`src/rtl/i2cs_pkg.sv`:
```
package i2cs_pkg;
  localparam int BYTE_W = 8;
  localparam int SLV_AW = 7;
  localparam int CNT_W  = 4;
  localparam int OFS_W  = 2;

  localparam logic [OFS_W-1:0] OFS_ADDR = 2'd0;
  localparam logic [OFS_W-1:0] OFS_DATA = 2'd1;
  localparam logic [OFS_W-1:0] OFS_STAT = 2'd2;
  localparam logic [OFS_W-1:0] OFS_IEN  = 2'd3;

  localparam int STAT_OVR = 3;
  localparam int STAT_GO  = 7;

  typedef enum logic [3:0] {
    ST_IDLE, ST_ADDR, ST_AACK, ST_RX, ST_RACK,
    ST_TX, ST_TACK, ST_WAIT, ST_TREL
  } eng_state_e;

  typedef enum logic [2:0] {
    CODE_IDLE    = 3'd0,
    CODE_STOP    = 3'd1,
    CODE_ADR_RX  = 3'd2,
    CODE_ADR_TX  = 3'd3,
    CODE_RX_BYTE = 3'd4,
    CODE_TX_ACK  = 3'd5,
    CODE_TX_NACK = 3'd6
  } code_e;
endpackage

```
`src/rtl/i2cs_sync.sv`:
```
module i2cs_sync #(
  parameter int STAGES = 2
) (
  input  logic clk_i,
  input  logic rst_ni,
  input  logic scl_i,
  input  logic sda_i,
  output logic sda_o,
  output logic scl_rise_o,
  output logic scl_fall_o,
  output logic start_o,
  output logic stop_o
);
  logic [STAGES-1:0] scl_ff, sda_ff;
  logic scl_p, sda_p, scl_s, sda_s;

  genvar g;
  for (g = 0; g < STAGES; g++) begin : g_stage
    always_ff @(posedge clk_i or negedge rst_ni) begin
      if (!rst_ni) begin
        scl_ff[g] <= 1'b1;
        sda_ff[g] <= 1'b1;
      end else if (g == 0) begin
        scl_ff[g] <= scl_i;
        sda_ff[g] <= sda_i;
      end else begin
        scl_ff[g] <= scl_ff[(g > 0) ? g-1 : 0];
        sda_ff[g] <= sda_ff[(g > 0) ? g-1 : 0];
      end
    end
  end

  assign scl_s = scl_ff[STAGES-1];
  assign sda_s = sda_ff[STAGES-1];

  always_ff @(posedge clk_i or negedge rst_ni) begin
    if (!rst_ni) begin
      scl_p <= 1'b1;
      sda_p <= 1'b1;
    end else begin
      scl_p <= scl_s;
      sda_p <= sda_s;
    end
  end

  assign sda_o      = sda_s;
  assign scl_rise_o = !scl_p && scl_s;
  assign scl_fall_o = scl_p && !scl_s;
  assign start_o    = scl_p && scl_s && sda_p && !sda_s;
  assign stop_o     = scl_p && scl_s && !sda_p && sda_s;
endmodule

```
`src/rtl/i2cs_engine.sv`:
```
module i2cs_engine
  import i2cs_pkg::*;
(
  input  logic              clk_i,
  input  logic              rst_ni,
  input  logic              sda_i,
  input  logic              scl_rise_i,
  input  logic              scl_fall_i,
  input  logic              start_i,
  input  logic              stop_i,
  input  logic [SLV_AW-1:0] own_addr_i,
  input  logic              rel_rx_i,
  input  logic              rel_tx_i,
  input  logic [BYTE_W-1:0] tx_byte_i,
  output logic              scl_oe_o,
  output logic              sda_oe_o,
  output logic              byte_done_o,
  output logic [BYTE_W-1:0] rx_byte_o,
  output logic              evt_valid_o,
  output code_e             evt_code_o
);
  localparam logic [CNT_W-1:0] LAST = CNT_W'(BYTE_W);

  eng_state_e        state_q;
  logic [CNT_W-1:0]  cnt_q;
  logic [BYTE_W-1:0] sh_q;
  logic              tx_dir_q, nack_q;

  always_ff @(posedge clk_i or negedge rst_ni) begin
    if (!rst_ni) begin
      state_q     <= ST_IDLE;
      cnt_q       <= '0;
      sh_q        <= '0;
      tx_dir_q    <= 1'b0;
      nack_q      <= 1'b0;
      scl_oe_o    <= 1'b0;
      sda_oe_o    <= 1'b0;
      byte_done_o <= 1'b0;
      rx_byte_o   <= '0;
      evt_valid_o <= 1'b0;
      evt_code_o  <= CODE_IDLE;
    end else begin
      byte_done_o <= 1'b0;
      evt_valid_o <= 1'b0;
      if (start_i) begin
        state_q  <= ST_ADDR;
        cnt_q    <= '0;
        sh_q     <= '0;
        scl_oe_o <= 1'b0;
        sda_oe_o <= 1'b0;
      end else if (stop_i) begin
        if (state_q != ST_IDLE) begin
          evt_valid_o <= 1'b1;
          evt_code_o  <= CODE_STOP;
        end
        state_q  <= ST_IDLE;
        scl_oe_o <= 1'b0;
        sda_oe_o <= 1'b0;
      end else begin
        unique case (state_q)
          ST_IDLE: ;
          ST_ADDR: begin
            if (scl_rise_i) begin
              sh_q  <= {sh_q[BYTE_W-2:0], sda_i};
              cnt_q <= cnt_q + 1'b1;
            end else if (scl_fall_i && cnt_q == LAST) begin
              if (sh_q[BYTE_W-1:1] == own_addr_i) begin
                sda_oe_o <= 1'b1;
                tx_dir_q <= sh_q[0];
                state_q  <= ST_AACK;
              end else begin
                state_q <= ST_IDLE;
              end
            end
          end
          ST_AACK: if (scl_fall_i) begin
            sda_oe_o    <= 1'b0;
            scl_oe_o    <= 1'b1;
            evt_valid_o <= 1'b1;
            evt_code_o  <= tx_dir_q ? CODE_ADR_TX : CODE_ADR_RX;
            state_q     <= ST_WAIT;
          end
          ST_WAIT: begin
            if (tx_dir_q && rel_tx_i) begin
              sh_q     <= tx_byte_i;
              sda_oe_o <= ~tx_byte_i[BYTE_W-1];
              state_q  <= ST_TREL;
            end else if (!tx_dir_q && rel_rx_i) begin
              scl_oe_o <= 1'b0;
              cnt_q    <= '0;
              state_q  <= ST_RX;
            end
          end
          // data bit set up one clock before SCL is let go
          ST_TREL: begin
            scl_oe_o <= 1'b0;
            cnt_q    <= '0;
            state_q  <= ST_TX;
          end
          ST_RX: begin
            if (scl_rise_i) begin
              sh_q  <= {sh_q[BYTE_W-2:0], sda_i};
              cnt_q <= cnt_q + 1'b1;
              if (cnt_q == LAST - 1'b1) begin
                byte_done_o <= 1'b1;
                rx_byte_o   <= {sh_q[BYTE_W-2:0], sda_i};
              end
            end else if (scl_fall_i && cnt_q == LAST) begin
              sda_oe_o <= 1'b1;
              state_q  <= ST_RACK;
            end
          end
          ST_RACK: if (scl_fall_i) begin
            sda_oe_o <= 1'b0;
            scl_oe_o <= 1'b1;
            state_q  <= ST_WAIT;
          end
          ST_TX: if (scl_fall_i) begin
            if (cnt_q == LAST - 1'b1) begin
              sda_oe_o <= 1'b0;
              state_q  <= ST_TACK;
            end else begin
              sh_q     <= sh_q << 1;
              sda_oe_o <= ~sh_q[BYTE_W-2];
              cnt_q    <= cnt_q + 1'b1;
            end
          end
          ST_TACK: begin
            if (scl_rise_i) begin
              nack_q <= sda_i;
            end else if (scl_fall_i) begin
              evt_valid_o <= 1'b1;
              if (!nack_q) begin
                evt_code_o <= CODE_TX_ACK;
                scl_oe_o   <= 1'b1;
                state_q    <= ST_WAIT;
              end else begin
                evt_code_o <= CODE_TX_NACK;
                state_q    <= ST_IDLE;
              end
            end
          end
          default: state_q <= ST_IDLE;
        endcase
      end
    end
  end
endmodule

```
`src/rtl/i2cs_regs.sv`:
```
module i2cs_regs
  import i2cs_pkg::*;
#(
  parameter logic [SLV_AW-1:0] OWN_ADDR = 7'h42
) (
  input  logic              clk_i,
  input  logic              rst_ni,
  input  logic [OFS_W-1:0]  host_addr_i,
  input  logic              host_wr_i,
  input  logic              host_rd_i,
  input  logic [BYTE_W-1:0] host_wdata_i,
  output logic [BYTE_W-1:0] host_rdata_o,
  input  logic              byte_done_i,
  input  logic [BYTE_W-1:0] rx_byte_i,
  input  logic              evt_valid_i,
  input  code_e             evt_code_i,
  input  logic              scl_hold_i,
  output logic [SLV_AW-1:0] own_addr_o,
  output logic              rel_rx_o,
  output logic              rel_tx_o,
  output logic [BYTE_W-1:0] tx_byte_o,
  output logic              ovr_o,
  output logic              rx_full_o,
  output logic              irq_o
);
  logic [BYTE_W-1:0] rx_buf_q, tx_buf_q;
  logic [1:0]        ien_q;
  code_e             code_q;
  logic              evt_pend_q;
  logic              data_rd, data_wr, stat_rd, stat_wr, go;

  assign data_rd = host_rd_i && host_addr_i == OFS_DATA;
  assign data_wr = host_wr_i && host_addr_i == OFS_DATA;
  assign stat_rd = host_rd_i && host_addr_i == OFS_STAT;
  assign stat_wr = host_wr_i && host_addr_i == OFS_STAT;
  assign go      = stat_wr && host_wdata_i[STAT_GO];

  assign rel_rx_o  = data_rd || go;
  assign rel_tx_o  = data_wr || go;
  assign tx_byte_o = data_wr ? host_wdata_i : tx_buf_q;

  always_ff @(posedge clk_i or negedge rst_ni) begin
    if (!rst_ni) begin
      own_addr_o <= OWN_ADDR;
      ien_q      <= '0;
      tx_buf_q   <= '0;
      rx_buf_q   <= '0;
      rx_full_o  <= 1'b0;
      ovr_o      <= 1'b0;
      code_q     <= CODE_IDLE;
      evt_pend_q <= 1'b0;
    end else begin
      if (host_wr_i && host_addr_i == OFS_ADDR) own_addr_o <= host_wdata_i[SLV_AW-1:0];
      if (host_wr_i && host_addr_i == OFS_IEN)  ien_q      <= host_wdata_i[1:0];
      if (data_wr) tx_buf_q <= host_wdata_i;

      if (byte_done_i) begin
        rx_buf_q  <= rx_byte_i;
        rx_full_o <= 1'b1;
        if (rx_full_o && !data_rd) ovr_o <= 1'b1;
      end else if (data_rd) begin
        rx_full_o <= 1'b0;
      end
      if (stat_wr && host_wdata_i[STAT_OVR] && !(byte_done_i && rx_full_o)) ovr_o <= 1'b0;

      if (byte_done_i) begin
        code_q     <= CODE_RX_BYTE;
        evt_pend_q <= 1'b1;
      end else if (evt_valid_i) begin
        code_q     <= evt_code_i;
        evt_pend_q <= 1'b1;
      end else if (stat_rd) begin
        evt_pend_q <= 1'b0;
      end
    end
  end

  always_comb begin
    unique case (host_addr_i)
      OFS_ADDR: host_rdata_o = {{(BYTE_W-SLV_AW){1'b0}}, own_addr_o};
      OFS_DATA: host_rdata_o = rx_buf_q;
      OFS_STAT: host_rdata_o = {2'b00, scl_hold_i, rx_full_o, ovr_o, code_q};
      default:  host_rdata_o = {{(BYTE_W-2){1'b0}}, ien_q};
    endcase
  end

  assign irq_o = (ien_q[0] && evt_pend_q) || (ien_q[1] && ovr_o);
endmodule

```
`src/rtl/i2c_stretch_slave.sv`:
```
module i2c_stretch_slave
  import i2cs_pkg::*;
#(
  parameter logic [SLV_AW-1:0] OWN_ADDR    = 7'h42,
  parameter int                SYNC_STAGES = 2
) (
  input  logic              clk_i,
  input  logic              rst_ni,
  input  logic              scl_i,
  input  logic              sda_i,
  output logic              scl_oe_o,
  output logic              sda_oe_o,
  input  logic [OFS_W-1:0]  host_addr_i,
  input  logic              host_wr_i,
  input  logic              host_rd_i,
  input  logic [BYTE_W-1:0] host_wdata_i,
  output logic [BYTE_W-1:0] host_rdata_o,
  output logic              irq_o
);
  logic              sda_s, scl_rise, scl_fall, start_det, stop_det;
  logic [SLV_AW-1:0] own_addr;
  logic              rel_rx, rel_tx, byte_done, evt_valid, ovr, rx_full;
  logic [BYTE_W-1:0] tx_byte, rx_byte;
  code_e             evt_code;

  i2cs_sync #(.STAGES(SYNC_STAGES)) u_sync (
    .clk_i, .rst_ni, .scl_i, .sda_i,
    .sda_o(sda_s), .scl_rise_o(scl_rise), .scl_fall_o(scl_fall),
    .start_o(start_det), .stop_o(stop_det)
  );

  i2cs_engine u_engine (
    .clk_i, .rst_ni,
    .sda_i(sda_s), .scl_rise_i(scl_rise), .scl_fall_i(scl_fall),
    .start_i(start_det), .stop_i(stop_det),
    .own_addr_i(own_addr), .rel_rx_i(rel_rx), .rel_tx_i(rel_tx),
    .tx_byte_i(tx_byte),
    .scl_oe_o, .sda_oe_o,
    .byte_done_o(byte_done), .rx_byte_o(rx_byte),
    .evt_valid_o(evt_valid), .evt_code_o(evt_code)
  );

  i2cs_regs #(.OWN_ADDR(OWN_ADDR)) u_regs (
    .clk_i, .rst_ni,
    .host_addr_i, .host_wr_i, .host_rd_i, .host_wdata_i, .host_rdata_o,
    .byte_done_i(byte_done), .rx_byte_i(rx_byte),
    .evt_valid_i(evt_valid), .evt_code_i(evt_code),
    .scl_hold_i(scl_oe_o),
    .own_addr_o(own_addr), .rel_rx_o(rel_rx), .rel_tx_o(rel_tx),
    .tx_byte_o(tx_byte), .ovr_o(ovr), .rx_full_o(rx_full),
    .irq_o
  );
endmodule

```
`config.mk`:
```
export PLATFORM = sky130hd
export DESIGN_NAME = i2c_stretch_slave
export DESIGN_NICKNAME = d
export VERILOG_FILES = /design/src/rtl/i2cs_pkg.sv /design/src/rtl/i2cs_sync.sv /design/src/rtl/i2cs_engine.sv /design/src/rtl/i2cs_regs.sv /design/src/rtl/i2c_stretch_slave.sv
export SDC_FILE = /design/constraint.sdc
export NUM_CORES = 1
export LEC_CHECK = 0
export BUFFER_PORTS_ARGS = -buffer_cell sky130_fd_sc_hd__clkbuf_2
export CAP_MARGIN = 20
export CORE_ASPECT_RATIO = 1.5
export CORE_MARGIN = 3
export CORE_UTILIZATION = 60
export CTS_BUF_LIST = sky130_fd_sc_hd__clkbuf_16
export DETAILED_ROUTE_END_ITERATION = 12
export HOLD_SLACK_MARGIN = 0.12
export PLACE_DENSITY = 0.8
export SETUP_SLACK_MARGIN = 0.02
export SLEW_MARGIN = 20
export SYNTH_ARGS = -nofsm -noshare
export SYNTH_HDL_FRONTEND = slang
export SYNTH_SLANG_ARGS = --single-unit
export TNS_END_PERCENT = 30
```
`constraint.sdc`:
```
create_clock -name clk_i -period 2.2 [get_ports clk_i]
set_input_delay 0 -clock clk_i [delete_from_list [all_inputs] [get_ports clk_i]]
set_output_delay 0 -clock clk_i [all_outputs]
set_load 0.1 [all_outputs]
```
==> results of run 1 <==
-- timing repair --
action                                  CTS  global route
gates resized for setup                   0             1
hold buffers                             12             0
endpoints found under the setup margin    0             1
endpoints found under the hold margin    45             0
setup buffers                             0             0
-- worst paths after layout --
path                                          start                  end  depth (start not counted)
worst max-delay path            u_engine.state_q[2]     u_engine.sh_q[2]                          5
min in group asynchronous                    rst_ni  u_engine.state_q[2]                          2
worst min register to register     u_sync.scl_ff[0]         u_sync.scl_s                          0
worst max register to register  u_engine.state_q[2]     u_engine.sh_q[2]                          5
worst min-delay path                      host_wr_i         u_regs.ovr_o                          4
max in group asynchronous                    rst_ni         u_sync.sda_p                          3
-- area by class of cell --
cell class	count	area share
sequential	70	0.408
inverter	13	0.0113
clock inverter	7	0.0212
multi-input combinational	224	0.399
tap	70	0.0203
clock buffer	9	0.0522
timing repair buffer	55	0.0876
-- state kept, by name, indices dropped and copies added, names as in the netlist, 3 cells and up --
signal,count
u_engine.cnt_q,4
u_engine.evt_code_o,3
u_engine.rx_byte_o,8
u_engine.sh_q,8
u_engine.state_q,4
u_regs.code_q,3
u_regs.own_addr_o,7
u_regs.rx_buf_q,8
u_regs.tx_buf_q,8
-- cell usage after synthesis, types with 2 or more instances --
master / number
dfrtp_1: 62
mux2_2: 36
nor2_1: 26
mux2i_1: 18
nand2_1: 15
inv_1: 13
o21ai_0: 11
nand3_1: 9
dfstp_2: 8
xnor2_1: 8
a211oi_1: 7
a21oi_1: 6
nor2b_1: 6
a211o_1: 5
a31oi_1: 5
buf_2: 5
clkbuf_1: 5
a21o_1: 4
nand2b_1: 4
nand4_1: 4
nor3_1: 4
a22o_1: 3
and2_1: 3
nand4b_1: 3
or3_1: 3
a22oi_1: 2
a311o_1: 2
a41oi_1: 2
and3_1: 2
and4b_1: 2
buf_1: 2
ha_1: 2
mux4_2: 2
nand3b_1: 2
nor4_1: 2
o2111ai_1: 2
o211ai_2: 2
o41ai_1: 2
-- power groups by stage --
| stage | logic [mW] | registers, mW | clock network, mW |
|---|---|---|---|
| after floorplan | 0.518 | 1.58 | 0 |
| after global placement | 0.664 | 1.62 | 0 |
| after detailed placement | 0.683 | 1.63 | 0 |
| after CTS | 0.722 | 1.62 | 1.54 |
| after global routing | 0.778 | 1.64 | 1.60 |
| final | 0.723 | 1.62 | 1.53 |
-- cell families (layout without fill, tap and decap cells) --
group                    Yosys count  in the layout  synth area share
adder cells (fa/ha/maj)            2              2           0.00697
multiplexers                      57             57             0.180
AO/OA/AOI/OAI                     63             63             0.130
AND/OR/NAND/NOR                   93             93             0.140
XOR/XNOR                           9              9            0.0219
flip-flops                        70             70             0.490
buffers and inverters             26             84            0.0310
-- routing by layer --
| metal | global-route usage | part of all wire | vias to the layer above | wire length (um) |
|---|---|---|---|---|
| met1 | 0.336 | 0.38 | 1443 | 3580 |
| met5 | 0 | 0 | - | 0 |
| met2 | 0.507 | 0.53 | 116 | 4980 |
| li1 | - | - | 1289 | - |
| met4 | 0.155 | 0.041 | 0 | 386 |
| met3 | 0.0549 | 0.049 | 28 | 458 |
-- worst register-to-register path, stage by stage (launching register included) --
cell and delay, ns:
dfrtp_1 0.60, nand2_1 0.27, nand2_2 0.34, nor2_1 0.11, a211oi_1 0.40, mux2_2 0.26
-- stage by stage --
stage / setup WS, ns / instances
floorplan: -0.420 / 320
global placement: 0.275 / 420
detailed placement: 0.247 / 420
CTS: 0.0345 / 448
global route: 0.111 / 448
finish: 0.156 / 448
-- cells in the final DEF (no fill, tap or decap), types with 3 or more instances in the layout --
master | Yosys | layout
mux2i_1 | 18 | 18
a21oi_1 | 6 | 6
dlygate4sd3_1 | 0 | 12
a211o_1 | 5 | 5
dfrtp_1 | 62 | 62
dfstp_2 | 8 | 8
mux2_2 | 36 | 36
and2_1 | 3 | 3
nand4_1 | 4 | 4
xnor2_1 | 8 | 8
a31oi_1 | 5 | 5
a21o_1 | 4 | 4
nand4b_1 | 3 | 3
clkbuf_16 | 0 | 9
a22o_1 | 3 | 3
buf_4 | 0 | 17
nor3_1 | 4 | 4
inv_1 | 13 | 14
nand3_1 | 9 | 9
nor2_1 | 26 | 26
nand2b_1 | 4 | 4
nand2_1 | 15 | 14
nor2b_1 | 6 | 6
or3_1 | 3 | 3
a211oi_1 | 7 | 7
clkbuf_2 | 0 | 25
o21ai_0 | 11 | 10
==> out/metrics.cfg, run 1 <==
[placement]
place_area_um2=3870
gp_congestion=0.925
io_buffers=26
place.detailed.hpwl_mm=6.48

[synthesis]
synth_edf_count=0
synth_top_cell_by_area=dfrtp_1
synth_top_flop_cell=dfrtp_1
yosysSeqAreaShare=0.490
syn-num-nets=338
yosysUniqueCellTypes=59
yosysTopAreaCellShare=0.432
syn-instance-count=320
synthArstFlopShare=1.00
ys_ff_latch=70
synth.area.top_cells=dfrtp_1, mux2_2, dfstp_2, mux2i_1, nor2_1
synth.yosys.warnings=0
synth_area_um2=3590
syn_area_per_cell_um2=11.2

[die]
die_h_um=101
coreArea_um2=5620
rows=33
initial_utilization=0.640
num_io_pins=27
die_w_um=69.2
die_area_um2=6970

[pwr]
comb_power_share=0.186
pwr-share-clk=0.395
ir_worst_vdd_mv=0.773
p_total_mw=3.88
internal_power_mw=2.76
leakagePower_nw=2.09
switching_power_mw=1.12
seqPwrFrac=0.419
cellPowerDensity_nw_per_um2=899
p_sw_frac=0.289

[worst_setup_path]
end_kind=register
reg2reg_setup_slack_ns=0.16
cp.required_ns=2.46
crit_chain=nand2_1 > nand2_2 > nor2_1 > a211oi_1 > mux2_2
slowest_stage=dfrtp_1
path_class=register to register
arrival_ns=2.31
max_stage_delay_ns=0.60
critPathLaunchType=register
crit_path_max_fanout=15
critPathTopFamily=simple AND/OR/NAND/NOR gates
critPathBufInv=0

[drt]
drt-pass1-iter-count=4
wire_per_inst_um=21.0
drc=0
ant_nets=0
vias_per_cell=6.42
drt_wl_total_mm=9.40
drt_first_iter_violations=364
num_vias=2876

[clock_tree]
cts_tree=yes
cts-root-buf=clkbuf_16
h-tree-depth=3
clockBufferDepth=2
cts_sinks=70
path_clk_slew_ns=0.06
insertion_delay_ns=0.33
cts_made_buffers=9

[timing]
fin_hold_ws_ns=0.137
finalMaxSlewViolations=0
min_period_ns=2.04
rsz0062_at_grt=no
fin_tns_setup_ns=0
hold_violations=0
finalCritPeriodShare=0.929
tightest_slew_ns=0.731
fmax_mhz=489
clock-skew-final_ns=0.00722
setup_viol=0
slew_headroom=0.511

[run_status]
status=finished clean

[global_route]
grt_use_total=0.290
grt_overflow=0
grt_pass1_vias=3069
grt_pass1_wl_mm=15.5
grt_max_degree=27
antenna_found_initial=0

[layout]
area_growth_syn_to_layout_pct=20.1
n_antenna_cell=0
multi_input_area_um2=1720
nFillCells=371
fin_area_um2=4310
seqCellArea_um2=1760
fin_util=0.768
drive_gt1_frac=0.304
finalNetCount=391

[run]
maxCapViolCount=0

[hold_path]
hold_path_class=input pin to register

(Power assumes the default switching activity.)
==> run 2, diff against run 1 <==
Settings changed: PLACE_DENSITY 0.8 to 0.79, SYNTH_HIERARCHICAL set to 1.
Clock period 2.2 ns to 2.6 ns, I/O delays scaled along.
==> run 2 against run 1 <==
  * Synthesized cell count up 2.8%
  * First-iteration DRC count down 49%
  * Sequential share of layout area grew 0.18 points
  * Power decreased by 18%
  * Global-route usage down 2.8 points
  * Cell count is 0.67% lower
  * Die area up 2.9%
  * Worst setup slack better by 0.045 ns
  * Clock skew down 0.0022 ns
==> out/metrics.cfg, run 2 <==
[die]
rows=34  ; +3.0%
die_area_um2=7180  ; +2.9%
num_io_pins=27  ; unchanged
initial_utilization=0.627  ; -0.0130
die_w_um=70.2  ; +1.4%
coreArea_um2=5910  ; +5.3%
die_h_um=102  ; +1.5%

[global_route]
grt_max_degree=30  ; +11%
antenna_found_initial=0  ; unchanged
grt_overflow=0  ; unchanged
grt_pass1_vias=2899  ; -5.5%
grt_pass1_wl_mm=14.4  ; -6.8%
grt_use_total=0.262  ; -0.0280

[layout]
finalNetCount=386  ; -1.3%
stdcell_count=445  ; -0.67%
nFillCells=394  ; +6.2%
fin_area_um2=4300  ; -0.44%
n_antenna_cell=0  ; unchanged
area_growth_syn_to_layout_pct=15.9
layout_common_cells=dfrtp_1, mux2_2, nand2_1
mostFrequentLayoutCell=dfrtp_1
multi_input_area_um2=1830  ; +6.0%
seqCellArea_um2=1760  ; unchanged
drive_gt1_frac=0.335  ; +0.0309

[drt]
drt_wl_total_mm=8.72  ; -7.2%
drt-pass1-iter-count=4  ; unchanged
num_vias=2788  ; -3.1%
drc=0  ; unchanged
ant_nets=0  ; unchanged
drt_first_iter_violations=186  ; -49%
vias_per_cell=6.27  ; -2.4%
wire_per_inst_um=19.6  ; -6.6%

[pwr]
p_total_mw=3.19  ; -18%
comb_power_share=0.210  ; +0.024
leakagePower_nw=1.95  ; -6.9%
pwr-share-clk=0.359  ; -0.036
p_sw_frac=0.326  ; +0.0363
cellPowerDensity_nw_per_um2=742  ; -17%
internal_power_mw=2.15  ; -22%
switching_power_mw=1.04  ; -7.5%
seqPwrFrac=0.431  ; +0.012
ir_worst_vdd_mv=0.506  ; -35%

[timing]
slew_headroom=0.465  ; -0.0456
clock-skew-final_ns=0.00504  ; -0.00218 ns
rsz0062_at_grt=no
fin_tns_setup_ns=0  ; unchanged
min_period_ns=2.40  ; +0.355 ns
fin_hold_ws_ns=0.194  ; +0.0572 ns
tightest_slew_ns=0.800  ; +0.0686 ns
finalMaxSlewViolations=0  ; unchanged
hold_violations=0  ; unchanged
setup_viol=0  ; unchanged
finalCritPeriodShare=0.923  ; -0.00656
fmax_mhz=417  ; -15%

[synthesis]
synth_top_flop_cell=dfrtp_1
yosysSeqAreaShare=0.475  ; -0.0151
synth_area_um2=3710  ; +3.2%
yosysMostFrequentCell=dfrtp_1
synthArstFlopShare=1.00  ; unchanged
synth_top_cell_by_area=dfrtp_1
syn_area_per_cell_um2=11.3  ; +0.35%
yosysTopAreaCellShare=0.419  ; -0.0133
syn-num-nets=347  ; +2.7%
yosys-top-cells-count=dfrtp_1, mux2_2, nand2_1
syn-instance-count=329  ; +2.8%
ys_ff_latch=70  ; unchanged
yosysUniqueCellTypes=62  ; +5.1%
synth.area.top_cells=dfrtp_1, mux2_2, dfstp_2, nand2_1, a21oi_1
synth_edf_count=0  ; unchanged
synth.yosys.warnings=6  ; +6

[worst_setup_path]
crit_path_max_fanout=7  ; -8
end_kind=register
crit_chain=nor2b_1 > inv_1 > a21o_1 > a221o_1 > or4b_1 > a21oi_1
max_stage_delay_ns=0.55  ; -0.05 ns
path_class=register to register
arrival_ns=2.66  ; +0.35 ns
slowest_stage=dfstp_2
critPathLaunchType=register
cp.required_ns=2.86  ; +0.40 ns

[placement]
dp_cells=417  ; -0.71%
gp_congestion=0.962  ; +4.0%
place.detailed.hpwl_mm=5.99  ; -7.5%
place_area_um2=3890  ; +0.48%
io_buffers=26  ; unchanged

[clock_tree]
cts_made_buffers=9  ; unchanged
cts_sinks=70  ; unchanged
h-tree-depth=3  ; unchanged
clockBufferDepth=2  ; unchanged
post_cts_buffers=0  ; unchanged
ctsResizeCount=0  ; unchanged
cts_tree=yes
insertion_delay_ns=0.33  ; about the same
path_clk_slew_ns=0.06  ; about the same
cts-root-buf=clkbuf_16

[run_status]
status=finished clean

[run]
maxCapViolCount=0  ; unchanged

[hold_path]
hold_path_class=input pin to register

run 2: cell types whose count changed after synthesis, sizes merged, moves of 9 or more:
cell	delta
a21oi	+18
mux2	+11
inv	-10
nor2	-9
nand2	+20
mux2i	-11
run 2: cell families after synthesis:
logic type	share of synthesized area
AND/OR/NAND/NOR	0.169
flip-flops	0.475
AO/OA/AOI/OAI	0.121
multiplexers	0.177
buffers and inverters	0.0321
XOR/XNOR	0.0189
adder cells (fa/ha/maj)	0.00675
run 2: path summary, 6_finish.rpt:
path                                  start              endpoint  slack, ns  cells past startpoint
setup / recovery               u_sync/scl_s     u_engine/cnt_q[2]       0.20                      6
hold / removal                    host_wr_i          u_regs/ovr_o       0.19                      3
setup reg to reg               u_sync/scl_s     u_engine/cnt_q[2]       0.20                      6
hold reg to reg            u_sync/scl_ff[0]          u_sync/scl_s       0.35                      0
max in group asynchronous            rst_ni  u_regs/own_addr_o[1]       1.57                      3
min in group asynchronous            rst_ni    u_regs/tx_buf_q[6]       0.22                      2
run 2: per-stage QoR:
stage / util / setup WS (ns)
after floorplan: - / 0.329
after global placement: 0.658 / 0.232
after detailed placement: 0.658 / 0.218
after CTS: 0.726 / 0.202
after global routing: 0.726 / 0.0868
final: 0.726 / 0.201
run 2: cell type report:
cell class | instances | area share
Tap cell | 72 | 0.0210
Multi-Input combinational cell | 236 | 0.425
Inverter | 3 | 0.00262
Clock inverter | 7 | 0.0131
Sequential cell | 70 | 0.410
Clock buffer | 9 | 0.0524
Timing Repair Buffer | 48 | 0.0757
run 2: timing repair:
action | CTS | global route
hold buffers | 12 | 0
hold endpoints to repair | 49 | 0
setup endpoints to repair | 0 | 0
run 2: per-layer routing:
| layer | vias to the layer above | routed length (um) | track usage |
|---|---|---|---|
| li1 | 1274 | - | - |
| met1 | 1387 | 3350 | 0.300 |
| met2 | 104 | 4670 | 0.476 |
| met3 | 23 | 423 | 0.0443 |
| met4 | 0 | 283 | 0.121 |
| met5 | - | 0 | 0 |
run 2: power groups by stage:
stage / clock, mW / combinational, mW / sequential [mW]
after floorplan: 0 / 0.452 / 1.39
after global placement: 0 / 0.622 / 1.38
after detailed placement: 0 / 0.638 / 1.39
after CTS: 1.16 / 0.669 / 1.37
after global routing: 1.20 / 0.721 / 1.39
final: 1.14 / 0.669 / 1.37
run 2: critical path: cells and delay by family, from the launching register on:
kind	cells	cell delay, ns
simple gates	2	0.95
compound gates	3	0.68
flops	1	0.55
buf+inv	1	0.15
==> run 3, diff against run 2 <==
Settings changed: CTS_BUF_LIST sky130_fd_sc_hd__clkbuf_16 to unset.
==> run 3 against run 2 <==
  * Register-to-register slack about the same
  * Power down 12%
  * Via count down 1.9%
  * Largest cell class unchanged
  * Highest routed layer unchanged
==> out/metrics.cfg, run 3 (synthesis results as in run 2) <==
[run_status]
status=finished clean

[pwr]
cellPowerDensity_nw_per_um2=672  ; -9.4%
leakagePower_nw=1.90  ; -2.4%
ir_worst_vdd_mv=0.450  ; -11%

[global_route]
grt_pass1_vias=2856  ; -1.5%
grt_use_total=0.248  ; -0.0140
antenna_found_initial=0  ; unchanged
grt_max_degree=30  ; unchanged
grt_pass1_wl_mm=13.8  ; -4.5%
grt_overflow=0  ; unchanged

[hold_path]
min_to=u_regs/ien_q[1]
hold_path_class=input pin to register
holdCritStartpoint=host_wr_i
whs_path_depth=3  ; unchanged

[die]
die_area_um2=7180  ; unchanged
die_w_um=70.2  ; unchanged
initial_utilization=0.627  ; unchanged
die_h_um=102  ; unchanged
num_io_pins=27  ; unchanged
coreArea_um2=5910  ; unchanged
rows=34  ; unchanged

[placement]
place_ws_ns=0.218  ; unchanged
io_buffers=26  ; unchanged
place.detailed.hpwl_mm=5.99  ; unchanged
gp_congestion=0.962  ; unchanged

[worst_setup_path]
max_stage_delay_ns=0.56  ; about the same
crit_path_max_fanout=7  ; unchanged
arrival_ns=2.67  ; about the same
critical_path_depth=6  ; unchanged
r2r-start=u_sync/scl_s
reg2reg_setup_slack_ns=0.21  ; about the same
cp.required_ns=2.87  ; about the same
critPathTopFamily=simple AND/OR/NAND/NOR gates
critPathBufInv=1  ; unchanged
rr_endpoint=u_engine/cnt_q[2]
crit_chain=nor2b_1 > inv_1 > a21o_1 > a221o_1 > or4b_1 > a21oi_1
end_kind=register
critPathLaunchType=register
worstRegToRegCells=6  ; unchanged
slowest_stage=dfstp_2
path_class=register to register

[timing]
slew_headroom=0.469  ; +0.00432
fin_tns_setup_ns=0  ; unchanged
finalWorstSetupSlack_ns=0.207  ; +0.00537 ns
clock-skew-final_ns=0.00836  ; +0.00332 ns
rsz0062_at_grt=no
setup_viol=0  ; unchanged
min_period_ns=2.39  ; -0.00537 ns
tightest_slew_ns=0.793  ; -0.00645 ns
finalMaxSlewViolations=0  ; unchanged
hold_violations=0  ; unchanged
fmax_mhz=418  ; +0.22%
finalCritPeriodShare=0.920  ; -0.00206

[clock_tree]
cts_made_buffers=9  ; unchanged
insertion_delay_ns=0.34  ; about the same
cts-root-buf=clkbuf_8
clockBufferDepth=2  ; unchanged
cts_tree=yes
ctsResizeCount=0  ; unchanged
h-tree-depth=3  ; unchanged
path_clk_slew_ns=0.08  ; +0.02 ns
cts_sinks=70  ; unchanged

[run]
maxCapViolCount=0  ; unchanged

[layout]
mostFrequentLayoutCell=dfrtp_1
nFillCells=424  ; +7.6%
area_growth_syn_to_layout_pct=13.2
layout_common_cells=dfrtp_1, mux2_2, nand2_1
finalNetCount=386  ; unchanged
drive_gt1_frac=0.335  ; unchanged
n_antenna_cell=0  ; unchanged

[drt]
drt-pass1-iter-count=4  ; unchanged
drt_first_iter_violations=253  ; +36%
num_vias=2736  ; -1.9%
ant_nets=0  ; unchanged
wire_per_inst_um=18.6  ; -5.3%
vias_per_cell=6.15  ; -1.9%
drt_wl_total_mm=8.26  ; -5.3%
drc=0  ; unchanged

-- run 3: cell types whose count changed in the layout (fill, tap and decap cells not counted) --
cell and delta:
clkbuf_16 -9, clkbuf_8 +9
-- run 3: worst register-to-register path: stages, from the launching register on --
cell and delay (ns):
dfstp_2 0.56, nor2b_1 0.43, inv_1 0.15, a21o_1 0.20, a221o_1 0.34, or4b_1 0.52, a21oi_1 0.14
-- run 3: repair_timing --
action | 4_1_cts | 5_1_grt
endpoints found under the hold margin | 49 | 0
buffers inserted | 0 | 0
hold buffers | 12 | 0
-- run 3: area by class of cell --
type / count / area (um2) / area share
clock buffers: 9 / 124 / 0.0295
clock inverters: 7 / 56.3 / 0.0134
inverters: 3 / 11.3 / 0.00268
multi-input cells: 236 / 1830 / 0.435
flip-flops and latches: 70 / 1760 / 0.420
well taps: 72 / 90.1 / 0.0215
repair buffers: 48 / 325 / 0.0776
-- run 3: per-stage QoR --
step | power (mW) | instances | area [um2] | hold slack [ns] | utilization
2_1_floorplan | 1.84 | 329 | 3710 | -0.296 | -
3_3_place_gp | 2.00 | 417 | 3890 | 0.0341 | 0.658
3_5_place_dp | 2.03 | 417 | 3890 | 0.0411 | 0.658
4_1_cts | 2.84 | 445 | 4190 | 0.121 | 0.709
5_1_grt | 2.96 | 445 | 4190 | 0.138 | 0.709
6_report | 2.82 | 445 | 4190 | 0.136 | 0.709
-- run 3: how the worst max path moves through the flow --
stage	start	end	slack, ns
final	u_sync/scl_s	u_engine/cnt_q[2]	0.21
after CTS	u_sync/scl_s	u_engine/cnt_q[2]	0.21
after floorplan	u_sync/sda_o	u_engine/tx_dir_q	0.33
after detailed placement	u_sync/scl_s	u_engine/cnt_q[2]	0.22
after global routing	u_sync/scl_s	u_engine/cnt_q[2]	0.1
after global placement	u_sync/scl_s	u_engine/cnt_q[2]	0.23
-- run 3: power breakdown --
part           total (mW)  switching (mW)  leakage, nW  internal, mW
sequential           1.37           0.140        0.903          1.23
clock               0.794           0.439       0.0789         0.355
combinational       0.657           0.394        0.920         0.263
total                2.82           0.972         1.90          1.85
-- run 3: per-layer routing --
layer  GRT usage  vias up  share of wire
li1            -     1277              -
met1       0.280     1350           0.40
met2       0.457       88           0.54
met3      0.0522       21          0.043
met4      0.0988        0          0.023
met5           0        -              0
